===== config.mk =====
export PLATFORM = sky130hd
export DESIGN_NAME = pin_event_port
export DESIGN_NICKNAME = d
export VERILOG_FILES = /design/src/rtl/pin_event_pkg.sv /design/src/rtl/pin_event_sync.sv /design/src/rtl/pin_event_detect.sv /design/src/rtl/pin_event_regs.sv /design/src/rtl/pin_event_port.sv
export SDC_FILE = /design/constraint.sdc
export NUM_CORES = 1
export LEC_CHECK = 0
export ABC_AREA = 1
export BUFFER_PORTS_ARGS = -buffer_cell sky130_fd_sc_hd__buf_2
export CORE_ASPECT_RATIO = 0.5
export CORE_MARGIN = 2
export CORE_UTILIZATION = 56
export DETAILED_ROUTE_END_ITERATION = 12
export HOLD_SLACK_MARGIN = 0.12
export PLACE_DENSITY = 0.78
export SYNTH_ARGS = -nofsm -noshare
export SYNTH_HDL_FRONTEND = slang
export SYNTH_SLANG_ARGS = --single-unit

===== constraint.sdc =====
create_clock -name clk -period 1 [get_ports clk]
set_clock_uncertainty 0.2 [all_clocks]
set_input_delay 0.05 -clock clk [delete_from_list [all_inputs] [get_ports clk]]
set_output_delay 0.05 -clock clk [all_outputs]
set_load 0.03 [all_outputs]

===== src/rtl/pin_event_pkg.sv =====
package pin_event_pkg;
    localparam int unsigned REG_ADDR_W = 2;

    typedef enum logic [REG_ADDR_W-1:0] {
        RA_PINS    = 2'd0,
        RA_ENABLE  = 2'd1,
        RA_DIRSEL  = 2'd2,
        RA_PENDING = 2'd3
    } reg_addr_e;
endpackage


===== src/rtl/pin_event_sync.sv =====
module pin_event_sync #(
    parameter int unsigned WIDTH  = 8,
    parameter int unsigned STAGES = 2
) (
    input  logic             clk,
    input  logic             rst_n,
    input  logic [WIDTH-1:0] async_i,
    output logic [WIDTH-1:0] sync_o
);
    logic [WIDTH-1:0] stage_d [STAGES];
    logic [WIDTH-1:0] stage_q [STAGES];

    always_comb begin
        stage_d[0] = async_i;
        for (int s = 1; s < STAGES; s++) begin
            stage_d[s] = stage_q[s-1];
        end
    end

    always_ff @(posedge clk or negedge rst_n) begin
        if (!rst_n) begin
            for (int s = 0; s < STAGES; s++) begin
                stage_q[s] <= '0;
            end
        end else begin
            for (int s = 0; s < STAGES; s++) begin
                stage_q[s] <= stage_d[s];
            end
        end
    end

    assign sync_o = stage_q[STAGES-1];
endmodule


===== src/rtl/pin_event_detect.sv =====
module pin_event_detect #(
    parameter int unsigned WIDTH = 8
) (
    input  logic             clk,
    input  logic             rst_n,
    input  logic [WIDTH-1:0] level_i,
    input  logic [WIDTH-1:0] dirsel_i,
    output logic [WIDTH-1:0] hit_o
);
    logic [WIDTH-1:0] prev_d, prev_q;

    always_comb begin
        prev_d = level_i;
    end

    always_ff @(posedge clk or negedge rst_n) begin
        if (!rst_n) prev_q <= '0;
        else        prev_q <= prev_d;
    end

    for (genvar b = 0; b < WIDTH; b++) begin : g_bit
        // direction 0: rising, direction 1: falling
        assign hit_o[b] = dirsel_i[b] ? (prev_q[b] & ~level_i[b])
                                      : (~prev_q[b] & level_i[b]);
    end

    // a hit only ever accompanies an actual level change on that pin
    p_hit_needs_change_r8: assert property (@(posedge clk) disable iff (!rst_n)
        (hit_o != '0) |-> ((hit_o & (level_i ^ $past(level_i))) == hit_o));
endmodule


===== src/rtl/pin_event_regs.sv =====
module pin_event_regs
    import pin_event_pkg::*;
#(
    parameter int unsigned WIDTH = 8
) (
    input  logic                  clk,
    input  logic                  rst_n,
    input  logic                  wr_i,
    input  logic [REG_ADDR_W-1:0] addr_i,
    input  logic [WIDTH-1:0]      wdata_i,
    input  logic [WIDTH-1:0]      hit_i,
    output logic [WIDTH-1:0]      enable_o,
    output logic [WIDTH-1:0]      dirsel_o,
    output logic [WIDTH-1:0]      pending_o
);
    typedef struct packed {
        logic [WIDTH-1:0] enable;
        logic [WIDTH-1:0] dirsel;
        logic [WIDTH-1:0] pending;
    } state_t;

    state_t st_d, st_q;
    logic   wr_pending;

    assign wr_pending = wr_i && (addr_i == RA_PENDING);

    always_comb begin
        st_d = st_q;
        if (wr_i && addr_i == RA_ENABLE) st_d.enable = wdata_i;
        if (wr_i && addr_i == RA_DIRSEL) st_d.dirsel = wdata_i;
        if (wr_pending)                  st_d.pending = wdata_i;
        st_d.pending = st_d.pending | hit_i;  // hardware event has priority
    end

    always_ff @(posedge clk or negedge rst_n) begin
        if (!rst_n) st_q <= '0;
        else        st_q <= st_d;
    end

    assign enable_o  = st_q.enable;
    assign dirsel_o  = st_q.dirsel;
    assign pending_o = st_q.pending;

    // a detected transition latches its pending bit
    p_hit_latches_r2: assert property (@(posedge clk) disable iff (!rst_n)
        ((hit_i != '0) && !wr_pending) |=> ((pending_o & $past(hit_i)) == $past(hit_i)));

    // a same-cycle clearing write does not drop a detected transition
    p_hit_beats_write_r7: assert property (@(posedge clk) disable iff (!rst_n)
        ((hit_i != '0) && wr_pending) |=> ((pending_o & $past(hit_i)) == $past(hit_i)));

    // without a write or a hit, pending bits hold
    p_pending_hold_r6: assert property (@(posedge clk) disable iff (!rst_n)
        (!wr_pending && (hit_i == '0)) |=> $stable(pending_o));
endmodule


===== src/rtl/pin_event_port.sv =====
module pin_event_port
    import pin_event_pkg::*;
#(
    parameter int unsigned WIDTH       = 8,
    parameter int unsigned SYNC_STAGES = 2
) (
    input  logic                  clk,
    input  logic                  rst_n,
    input  logic [WIDTH-1:0]      pins_i,
    input  logic                  bus_wr_i,
    input  logic [REG_ADDR_W-1:0] bus_addr_i,
    input  logic [WIDTH-1:0]      bus_wdata_i,
    output logic [WIDTH-1:0]      bus_rdata_o,
    output logic                  irq_o
);
    logic [WIDTH-1:0] level_w, hit_w, enable_w, dirsel_w, pending_w;

    pin_event_sync #(.WIDTH(WIDTH), .STAGES(SYNC_STAGES)) u_sync (
        .clk(clk), .rst_n(rst_n), .async_i(pins_i), .sync_o(level_w)
    );

    pin_event_detect #(.WIDTH(WIDTH)) u_detect (
        .clk(clk), .rst_n(rst_n), .level_i(level_w),
        .dirsel_i(dirsel_w), .hit_o(hit_w)
    );

    pin_event_regs #(.WIDTH(WIDTH)) u_regs (
        .clk(clk), .rst_n(rst_n), .wr_i(bus_wr_i), .addr_i(bus_addr_i),
        .wdata_i(bus_wdata_i), .hit_i(hit_w), .enable_o(enable_w),
        .dirsel_o(dirsel_w), .pending_o(pending_w)
    );

    always_comb begin
        unique case (bus_addr_i)
            RA_PINS:    bus_rdata_o = level_w;
            RA_ENABLE:  bus_rdata_o = enable_w;
            RA_DIRSEL:  bus_rdata_o = dirsel_w;
            default:    bus_rdata_o = pending_w;
        endcase
    end

    assign irq_o = |(pending_w & enable_w);

    // request stays low while nothing is enabled
    p_masked_quiet_r4: assert property (@(posedge clk) disable iff (!rst_n)
        (enable_w == '0) |-> !irq_o);
endmodule


==> flow_metrics.env, run 1 <==
export IMPL_status="finished, violations left"
export IMPL_violations="setup timing"
export IMPL_yosys_area_top_type="dfrtp_1"
export IMPL_gp_congestion=0.862
export IMPL_rsz0062_at_grt="true"
export IMPL_arrival_ps=1190
export IMPL_yosysWarnings=0
export IMPL_cts_path_max_buffers=2
export IMPL_die_h_um=48.1
export IMPL_grt_first_pass_wirelength_um=7530
export IMPL_grt_pass1_vias=1659
export IMPL_syn_area_mm2=0.00218
export IMPL_fmax_mhz=696
export IMPL_maxCapViolCount=0
export IMPL_syn_nets=254
export IMPL_htree_levels=2
export IMPL_startpoint="u_regs.pending_o[6]"
export IMPL_dp_cells=318
export IMPL_grt_total_usage_pct=23.3
export IMPL_critPathTopFamily="flip-flops"
export IMPL_min_period_over_period_pct=144
export IMPL_area_growth_pct=34.9
export IMPL_gr_total_overflow=0
export IMPL_port_buffers=29
export IMPL_synth_area_per_cell_um2=9.36
export IMPL_critPathLaunchType="register"
export IMPL_report_final_hold_viol_count=0
export IMPL_vias=1843
export IMPL_crit_fanout=3
export IMPL_num_rows=15
export IMPL_insertion_delay_ps=290
export IMPL_routed_wirelength_um=5050
export IMPL_cellPowerDensity_mw_per_mm2=1560
export IMPL_path_cells="nand2_1, nand2_1, nor2_1, nand2_1, buf_6"
export IMPL_clockRootBuffer="clkbuf_8"
export IMPL_nets=326
export IMPL_synth_edf_count=0
export IMPL_crit_type="reg2out"
export IMPL_ys_seq_elements=48
export IMPL_first_pass_iters=4
export IMPL_antenna_cells=0
export IMPL_yosysSeqAreaShare_pct=55.1
export IMPL_worst_ep_required_time_ps=750
export IMPL_yosysMostFrequentCell="nand2_1"
export IMPL_synth_ff_type="dfrtp_1"
export IMPL_initial_utilization_pct=60.8
export IMPL_cts_buffers=5
export IMPL_coreArea_mm2=0.00358
export IMPL_worst_path_max_delay_cell="dfrtp_1"
export IMPL_synth_common_cells="nand2_1 (72), dfrtp_1 (48), inv_1 (27), nand3_1 (27), o21ai_2 (16)"
export IMPL_drive_gt1_share_pct=30.5
export IMPL_grt_start_max_net_pins=49
export IMPL_synth_distinct_cells=16
export IMPL_fin_ws_ps=-436
export IMPL_power_mw=4.59
export IMPL_clock_sinks=48
export IMPL_hold_path_class="in2async"
export IMPL_slew_violations=0
export IMPL_wl_per_cell_um=14.2
export IMPL_finalSetupViolCount=18
export IMPL_ant_nets=0
export IMPL_clkTransAtPathRegs_ps=80
export IMPL_viasPerCell=5.18
export IMPL_synth_cells=233
export IMPL_synth_top_area_share_pct=55.1
export IMPL_min_period_ps=1440
export IMPL_cp_end_kind="output pin"
export IMPL_detail_route_iter0_violations=109
export IMPL_cts_hold_buffers=17
export IMPL_antenna_found_initial=0
export IMPL_crit_buf_inv=1
export IMPL_cpMostUsedCell="nand2_1"
export IMPL_die_w_um=92.3
export IMPL_worst_slew_pin_slew_ps=302
export IMPL_yosys_top_cells_area="dfrtp_1 (55%), nand2_1 (12%), o21ai_2 (6.4%), nand3_1 (6.2%), inv_1 (4.6%)"
export IMPL_synthArstFlopShare_pct=100
export IMPL_vdd_drop_max_v=0.00105
export IMPL_cpPeakStageDelay_ps=410
export IMPL_r2r_start="u_regs.dirsel_o[7]"
export IMPL_cts_tree="built"
export IMPL_die_area_mm2=0.00444
export IMPL_layout_cells_non_filler=356
export IMPL_ios=30
export IMPL_drc=0
export IMPL_leakage_nw=1.48
export IMPL_place_hpwl_um=3030
export IMPL_maxSlewHeadroom_pct=79.9
==> report_power, final <==
| part | internal [mW] | switching, mW |
|---|---|---|
| clock | 0.476 | 0.595 |
| combinational | 0.593 | 0.623 |
| sequential | 2.14 | 0.161 |
==> routing by layer <==
metal  part of all wire, %  track usage [%]
met3                   7.4             6.18
met5                     0                0
met2                    48             42.1
met4                  0.46             6.87
met1                    44             29.6
==> what timing repair did <==
action | in CTS | in global routing
hold endpoints to repair | 80 | 64
pin swaps | 28 | 17
gates resized for setup | 24 | 17
buffers inserted | 10 | 8
endpoints found under the setup margin | 15 | 20
==> tightest hold or removal path: stages <==
cell	delay, ps
dlygate4sd3_1	520
buf_2	120
buf_12	240
==> path summary, 6_finish.rpt <==
| check | cells after the start | slack [ps] | to |
|---|---|---|---|
| min in group clk | 3 | 80 | u_regs.enable_o[0] |
| worst max-delay path | 5 | -440 | irq_o |
| worst min register to register | 0 | 150 | u_sync.sync_o[7] |
| worst max register to register | 5 | -140 | u_regs.pending_o[7] |
| max in group asynchronous | 3 | 320 | u_regs.pending_o[4] |
| worst min-delay path | 3 | 50 | u_regs.dirsel_o[7] |
==> sequential cells by signal, indices dropped and copies added (netlist names) <==
name / cells
u_regs.enable_o: 8
u_regs.pending_o: 8
u_detect.prev_q: 8
u_sync.stage_d: 8
u_regs.dirsel_o: 8
u_sync.sync_o: 8
==> layout by cell type, fill, tap and decap left out, drive strengths merged <==
| cell | synthesis | layout |
|---|---|---|
| o21ai | 16 | 16 |
| dlygate4sd3 | 0 | 17 |
| buf | 9 | 57 |
| nand2 | 72 | 72 |
| o21bai | 3 | 3 |
| clkinv | 0 | 1 |
| nor2 | 3 | 3 |
| inv | 29 | 29 |
| nand4 | 13 | 13 |
| clkbuf | 0 | 6 |
| nand3 | 30 | 30 |
| dfrtp | 48 | 48 |
| nand3b | 10 | 10 |
==> per-stage QoR <==
step / hold WS [ps] / utilization [%] / cell area (um2) / setup slack [ps] / setup TNS [ps]
final: 50.0 / 82.1 / 2940 / -436 / -3680
after global routing: 83.3 / 82.1 / 2940 / -472 / -4460
after CTS: 49.6 / 79.7 / 2860 / -421 / -3530
after detailed placement: -147 / 68.5 / 2450 / -146 / -3720
after global placement: -149 / 68.5 / 2450 / -129 / -2990
after floorplan: -446 / - / 2180 / -10.4 / -72.3
==> area by class of cell <==
cell class	instances	area (um2)
fill	217	642
multi-input combinational	147	813
inverter	29	119
sequential	48	1200
clock buffer	6	72.6
tap	51	63.8
clock inverter	1	5.00
timing repair buffer	74	668
==> cells by family after synthesis <==
family	after synthesis	share of synthesized area [%]
buffers and inverters	38	9.01
flip-flops	48	55.1
AND/OR/NAND/NOR	128	28.5
AO/OA/AOI/OAI	19	7.46
Note: power is estimated with default switching activity, not from simulation.
==> inputs of run 2 (changes only) <==
BUFFER_PORTS_ARGS = not set   (was -buffer_cell sky130_fd_sc_hd__buf_2)
CORE_UTILIZATION = 60   (was 56)
CTS_BUF_LIST = sky130_fd_sc_hd__clkbuf_8   (was not set)
DONT_BUFFER_PORTS = 1   (was not set)
PLACE_DENSITY = 0.76   (was 0.78)
==> run 2 against run 1 <==
Compared with the run above: count of clock-buffer cells in the layout unchanged; clock power up 10%; via count down 3.0%; sequential share of layout area up 2.9 points; hold slack worse by 810 ps; cell count down 7.6%; largest cell class unchanged; the run ends with hold timing, setup timing left; register-to-register slack about the same; non-clock buffer count down 28; critical path depth down 2.
==> flow_metrics.env, run 2 (synthesis gave the netlist of run 1 again) <==
export IMPL_clock_sinks=48
export IMPL_r2r_start="u_regs.dirsel_o[2]"
export IMPL_place_hpwl_um=2890
export IMPL_leakage_nw=1.36
export IMPL_cp_end_kind="output pin"
export IMPL_rsz0062_at_grt="true"
export IMPL_min_period_ps=1360
export IMPL_power_mw=4.53
export IMPL_gr_total_overflow=0
export IMPL_worst_ep_required_time_ps=750
export IMPL_crit_fanout=3
export IMPL_initial_utilization_pct=63.2
export IMPL_finalInstanceArea_mm2=0.00275
export IMPL_vias=1788
export IMPL_intPower_mw=3.22
export IMPL_cellPowerDensity_mw_per_mm2=1650
export IMPL_final_common_cell="nand2_1"
export IMPL_detail_route_iter0_violations=137
export IMPL_viasPerCell=5.43
export IMPL_violations="hold timing, setup timing"
export IMPL_insertion_delay_ps=300
export IMPL_switching_share_pct=28.8
export IMPL_cts_path_max_buffers=2
export IMPL_grt_pass1_vias=1564
export IMPL_vdd_drop_max_v=0.00118
export IMPL_finalSetupTns_ps=-3740
export IMPL_fmax_mhz=735
export IMPL_min_period_over_period_pct=136
export IMPL_finalSetupViolCount=19
export IMPL_wl_per_cell_um=14.6
export IMPL_pwr_share_clk_pct=26.0
export IMPL_layout_cells_non_filler=329
export IMPL_die_w_um=89.3
export IMPL_report_final_hold_viol_count=72
export IMPL_status="finished, violations left"
export IMPL_first_pass_iters=5
export IMPL_antenna_cells=0
export IMPL_clockRootBuffer="clkbuf_8"
export IMPL_ios=30
export IMPL_cts_hold_buffers=16
export IMPL_critPathLaunchType="register"
export IMPL_power_switching_mw=1.31
export IMPL_reg2regPathDepth=4
export IMPL_ant_nets=0
export IMPL_maxCapViolCount=0
export IMPL_drive_gt1_share_pct=24.5
export IMPL_fin_util_pct=79.5
export IMPL_crit_type="reg2out"
export IMPL_cts_tree="built"
export IMPL_slew_violations=0
export IMPL_placed_area_mm2=0.00225
export IMPL_antenna_found_initial=0
export IMPL_final_cell_mix="nand2_1 (67), dfrtp_1 (48), inv_1 (27)"
export IMPL_hold_path_class="in2async"
export IMPL_nets=298
export IMPL_grt_first_pass_wirelength_um=7320
export IMPL_hold_slack_ps=-762
export IMPL_die_h_um=46.6
export IMPL_grt_start_max_net_pins=49
export IMPL_num_rows=15
export IMPL_port_buffers=0
export IMPL_fin_ws_ps=-360
export IMPL_cts_buffers=5
export IMPL_combPwrFrac_pct=23.5
export IMPL_routed_wirelength_um=4810
export IMPL_p_seq_share_pct=50.5
export IMPL_coreArea_mm2=0.00345
export IMPL_dp_cells=286
export IMPL_gp_congestion=0.817
export IMPL_die_area_mm2=0.00416
export IMPL_startpoint="u_regs.enable_o[2]"
export IMPL_clkTransAtPathRegs_ps=90
export IMPL_arrival_ps=1110
export IMPL_post_place_ws_ps=-75.9
export IMPL_grt_total_usage_pct=24.7
export IMPL_area_growth_pct=25.9
export IMPL_htree_levels=2
export IMPL_maxSlewHeadroom_pct=80.6
export IMPL_drc=0
export IMPL_worst_slew_pin_slew_ps=291
==> run 2: cell count changes in the layout (fill, tap and decap cells not counted), sizes merged <==
cell         before  now
clkinv            1    2
dlygate4sd3      17   16
buf              57   30
==> run 2: critical path, stage by stage, from the launching register on <==
cell and delay [ps]:
dfrtp_1 410, nand3_1 100, nand4_1 140, buf_6 170
==> run 2: path summary, 6_finish.rpt <==
path                                        to  slack (ps)
setup reg to reg           u_regs.pending_o[2]        -140
hold reg to reg               u_sync.sync_o[0]         150
max in group asynchronous    u_sync.stage_d[2]        1250
min in group clk           u_regs.pending_o[0]        -240
setup / recovery                bus_rdata_o[2]        -360
hold / removal               u_sync.stage_d[6]        -760
==> run 2: repair_timing <==
item / CTS / global route
gates resized for setup: 23 / 11
setup endpoints to repair: 15 / 20
pin swaps: 22 / 19
setup buffers: 15 / 9
endpoints found under the hold margin: 80 / 80
==> run 2: layer usage <==
metal	routed length, um	global-route usage (%)	part of all wire [%]
met1	2000	33.5	42
met2	2320	40.1	48
met3	437	6.99	9.1
met4	60	5.67	1.2
met5	0	0	0
==> run 2: power groups by stage <==
stage / combinational (mW) / clock [mW] / sequential (mW)
global route: 1.16 / 1.28 / 2.31
finish: 1.06 / 1.18 / 2.29
detailed placement: 0.719 / 0 / 2.34
CTS: 0.997 / 1.19 / 2.28
floorplan: 0.615 / 0 / 2.29
global placement: 0.703 / 0 / 2.32
==> run 2: area by class of cell <==
| class | instances | area [um2] |
|---|---|---|
| inverter | 29 | 119 |
| fill | 225 | 707 |
| sequential | 48 | 1200 |
| multi-input combinational | 147 | 806 |
| clock buffer | 6 | 82.6 |
| clock inverter | 2 | 10.0 |
| timing repair buffer | 46 | 464 |
| tap | 51 | 63.8 |
==> inputs of run 3 (changes only) <==
ABC_AREA = not set   (was 1)
==> run 3 against run 2 <==
Compared with the run above: non-clock buffer count down 14; largest cell class unchanged; critical path depth fell by 2; wire length is 17% lower; the flow still finishes with violations (hold timing, setup timing); count of clock-buffer cells in the layout unchanged; synthesized cell count is 47% lower; cell count down 39%; highest routed layer unchanged; combinational power shrank 14%; largest power group unchanged; hold slack gained 1.4 ps; core utilization grew 0.49 points.
==> flow_metrics.env, run 3 <==
export IMPL_synth_ff_type="dfrtp_1"
export IMPL_arrival_ps=1330
export IMPL_syn_nets=145
export IMPL_maxCapViolCount=0
export IMPL_nets=181
export IMPL_clockRootBuffer="clkbuf_8"
export IMPL_maxSlewHeadroom_pct=74.2
export IMPL_dp_cells=169
export IMPL_antenna_cells=0
export IMPL_cts_tree="built"
export IMPL_report_final_hold_viol_count=66
export IMPL_met3_usage_pct=7.62
export IMPL_num_rows=14
export IMPL_drive_gt1_share_pct=37.9
export IMPL_violations="hold timing, setup timing"
export IMPL_finalSetupTns_ps=-6950
export IMPL_cp_end_kind="output pin"
export IMPL_worst_path_max_delay_cell="mux4_2"
export IMPL_coreArea_mm2=0.00303
export IMPL_htree_levels=2
export IMPL_yosysWarnings=0
export IMPL_grt_total_usage_pct=23.1
export IMPL_final_cell_mix="dfrtp_1 (48), nand2_1 (16), dlygate4sd3_1 (16)"
export IMPL_crit_fanout=4
export IMPL_worst_ep_required_time_ps=750
export IMPL_synthArstFlopShare_pct=100
export IMPL_yosysMostFrequentCell="dfrtp_1"
export IMPL_die_w_um=84.0
export IMPL_gp_congestion=0.769
export IMPL_ys_seq_elements=48
export IMPL_detail_route_iter0_violations=70
export IMPL_critPathTopFamily="multiplexers"
export IMPL_use_met1_pct=32.7
export IMPL_synth_edf_count=0
export IMPL_die_area_mm2=0.00369
export IMPL_gr_total_overflow=0
export IMPL_synth_top_area_share_pct=62.6
export IMPL_synth_cells=124
export IMPL_fin_ws_ps=-576
export IMPL_ant_nets=0
export IMPL_antenna_found_initial=0
export IMPL_synth_common_cells="dfrtp_1 (48), mux2_2 (16), nand2_1 (16)"
export IMPL_wl_per_cell_um=19.9
export IMPL_critPathLaunchType="register"
export IMPL_reg2regPathDepth=3
export IMPL_routed_wirelength_um=3990
export IMPL_cts_hold_buffers=16
export IMPL_placed_area_mm2=0.00200
export IMPL_status="finished, violations left"
export IMPL_grt_busiest_layer="met2"
export IMPL_path_cells="mux4_2"
export IMPL_path_depth=1
export IMPL_cts_path_max_buffers=2
export IMPL_first_pass_iters=4
export IMPL_layout_cells_non_filler=201
export IMPL_slew_violations=0
export IMPL_final_common_cell="dfrtp_1"
export IMPL_synth_distinct_cells=16
export IMPL_clock_sinks=48
export IMPL_insertion_delay_ps=300
export IMPL_hold_path_class="in2async"
export IMPL_vdd_drop_max_v=0.00118
export IMPL_vias=1220
export IMPL_initial_utilization_pct=63.3
export IMPL_yosysSeqAreaShare_pct=62.6
export IMPL_cts_buffers=5
export IMPL_post_place_ws_ps=-239
export IMPL_port_buffers=0
export IMPL_fmax_mhz=635
export IMPL_area_growth_pct=26.3
export IMPL_yosys_top_cells_area="dfrtp_1 (63%), mux2_2 (9.4%), mux4_2 (9.4%), or3b_2 (3.2%), nand2_1 (3.1%)"
export IMPL_min_period_over_period_pct=158
export IMPL_fin_util_pct=80.0
export IMPL_min_period_ps=1580
export IMPL_met2_usage_pct=35.8
export IMPL_rrSetupSlack_ps=-260
export IMPL_grt_start_max_net_pins=49
export IMPL_finalInstanceArea_mm2=0.00242
export IMPL_cpPeakStageDelay_ps=600
export IMPL_rsz0062_at_grt="true"
export IMPL_leakage_nw=1.08
export IMPL_place_hpwl_um=2480
export IMPL_die_h_um=44.0
export IMPL_yosys_area_top_type="dfrtp_1"
export IMPL_crit_buf_inv=0
export IMPL_viasPerCell=6.07
export IMPL_worst_slew_pin_slew_ps=385
export IMPL_cellPowerDensity_mw_per_mm2=1830
export IMPL_finalSetupViolCount=22
export IMPL_crit_type="reg2out"
export IMPL_ios=30
export IMPL_grt_pass1_vias=1208
export IMPL_fill_cells=160
export IMPL_synth_area_per_cell_um2=15.5
export IMPL_hold_slack_ps=-761
export IMPL_syn_area_mm2=0.00192
export IMPL_power_mw=4.43
export IMPL_grt_first_pass_wirelength_um=6160
export IMPL_clkTransAtPathRegs_ps=80
export IMPL_drc=0
run 3: changes by cell type in the layout (fill, tap and decap cells not counted), moves of 7 or more:
| cell | before | now |
|---|---|---|
| buf_6 | 21 | 8 |
| inv_1 | 27 | 2 |
| mux2_4 | 0 | 12 |
| mux4_2 | 0 | 8 |
| nand2_1 | 67 | 16 |
| nand3_1 | 26 | 1 |
| o21ai_2 | 16 | 0 |
| or3b_4 | 0 | 7 |
run 3: worst paths after layout:
| path | startpoint | end |
|---|---|---|
| max | u_sync.sync_o[0] | bus_rdata_o[0] |
| min | rst_n | u_regs.enable_o[2] |
| max reg2reg | u_regs.dirsel_o[6] | u_regs.pending_o[6] |
| min reg2reg | u_sync.stage_d[1] | u_sync.sync_o[1] |
| max in group asynchronous | rst_n | u_regs.pending_o[1] |
| min in group clk | bus_wr_i | u_regs.enable_o[4] |
run 3: cell type report:
| class | count | area, um2 | area share (%) |
|---|---|---|---|
| Sequential cell | 48 | 1200 | 49.5 |
| Multi-Input combinational cell | 73 | 773 | 31.9 |
| Timing Repair Buffer | 32 | 310 | 12.8 |
| Clock buffer | 6 | 82.6 | 3.41 |
| Tap cell | 40 | 50.0 | 2.06 |
| Clock inverter | 2 | 7.51 | 0.310 |
run 3: kinds of logic after synthesis:
logic type,Yosys count,synth area share [%]
AO/OA/AOI/OAI,5,1.96
multiplexers,25,19.3
flip-flops,48,62.6
AND/OR/NAND/NOR,43,14.6
buffers and inverters,3,1.56
run 3: timing repair:
action / 4_1_cts / 5_1_grt
gates resized for setup: 19 / 14
hold endpoints to repair: 80 / 79
buffers inserted: 4 / 5
pin swaps: 3 / 3
setup endpoints to repair: 19 / 28
run 3: metal layers:
metal / up-vias / wire length, um / share of wire [%]
met5: - / 0 / 0
met4: 0 / 68 / 1.7
met3: 7 / 217 / 5.4
met2: 41 / 1900 / 48
met1: 633 / 1800 / 45
li1: 539 / - / -
run 3: report_power, final:
group,total (mW),internal [mW],switching (mW)
combinational,0.909,0.538,0.371
clock,1.15,0.544,0.609
sequential,2.37,2.16,0.201
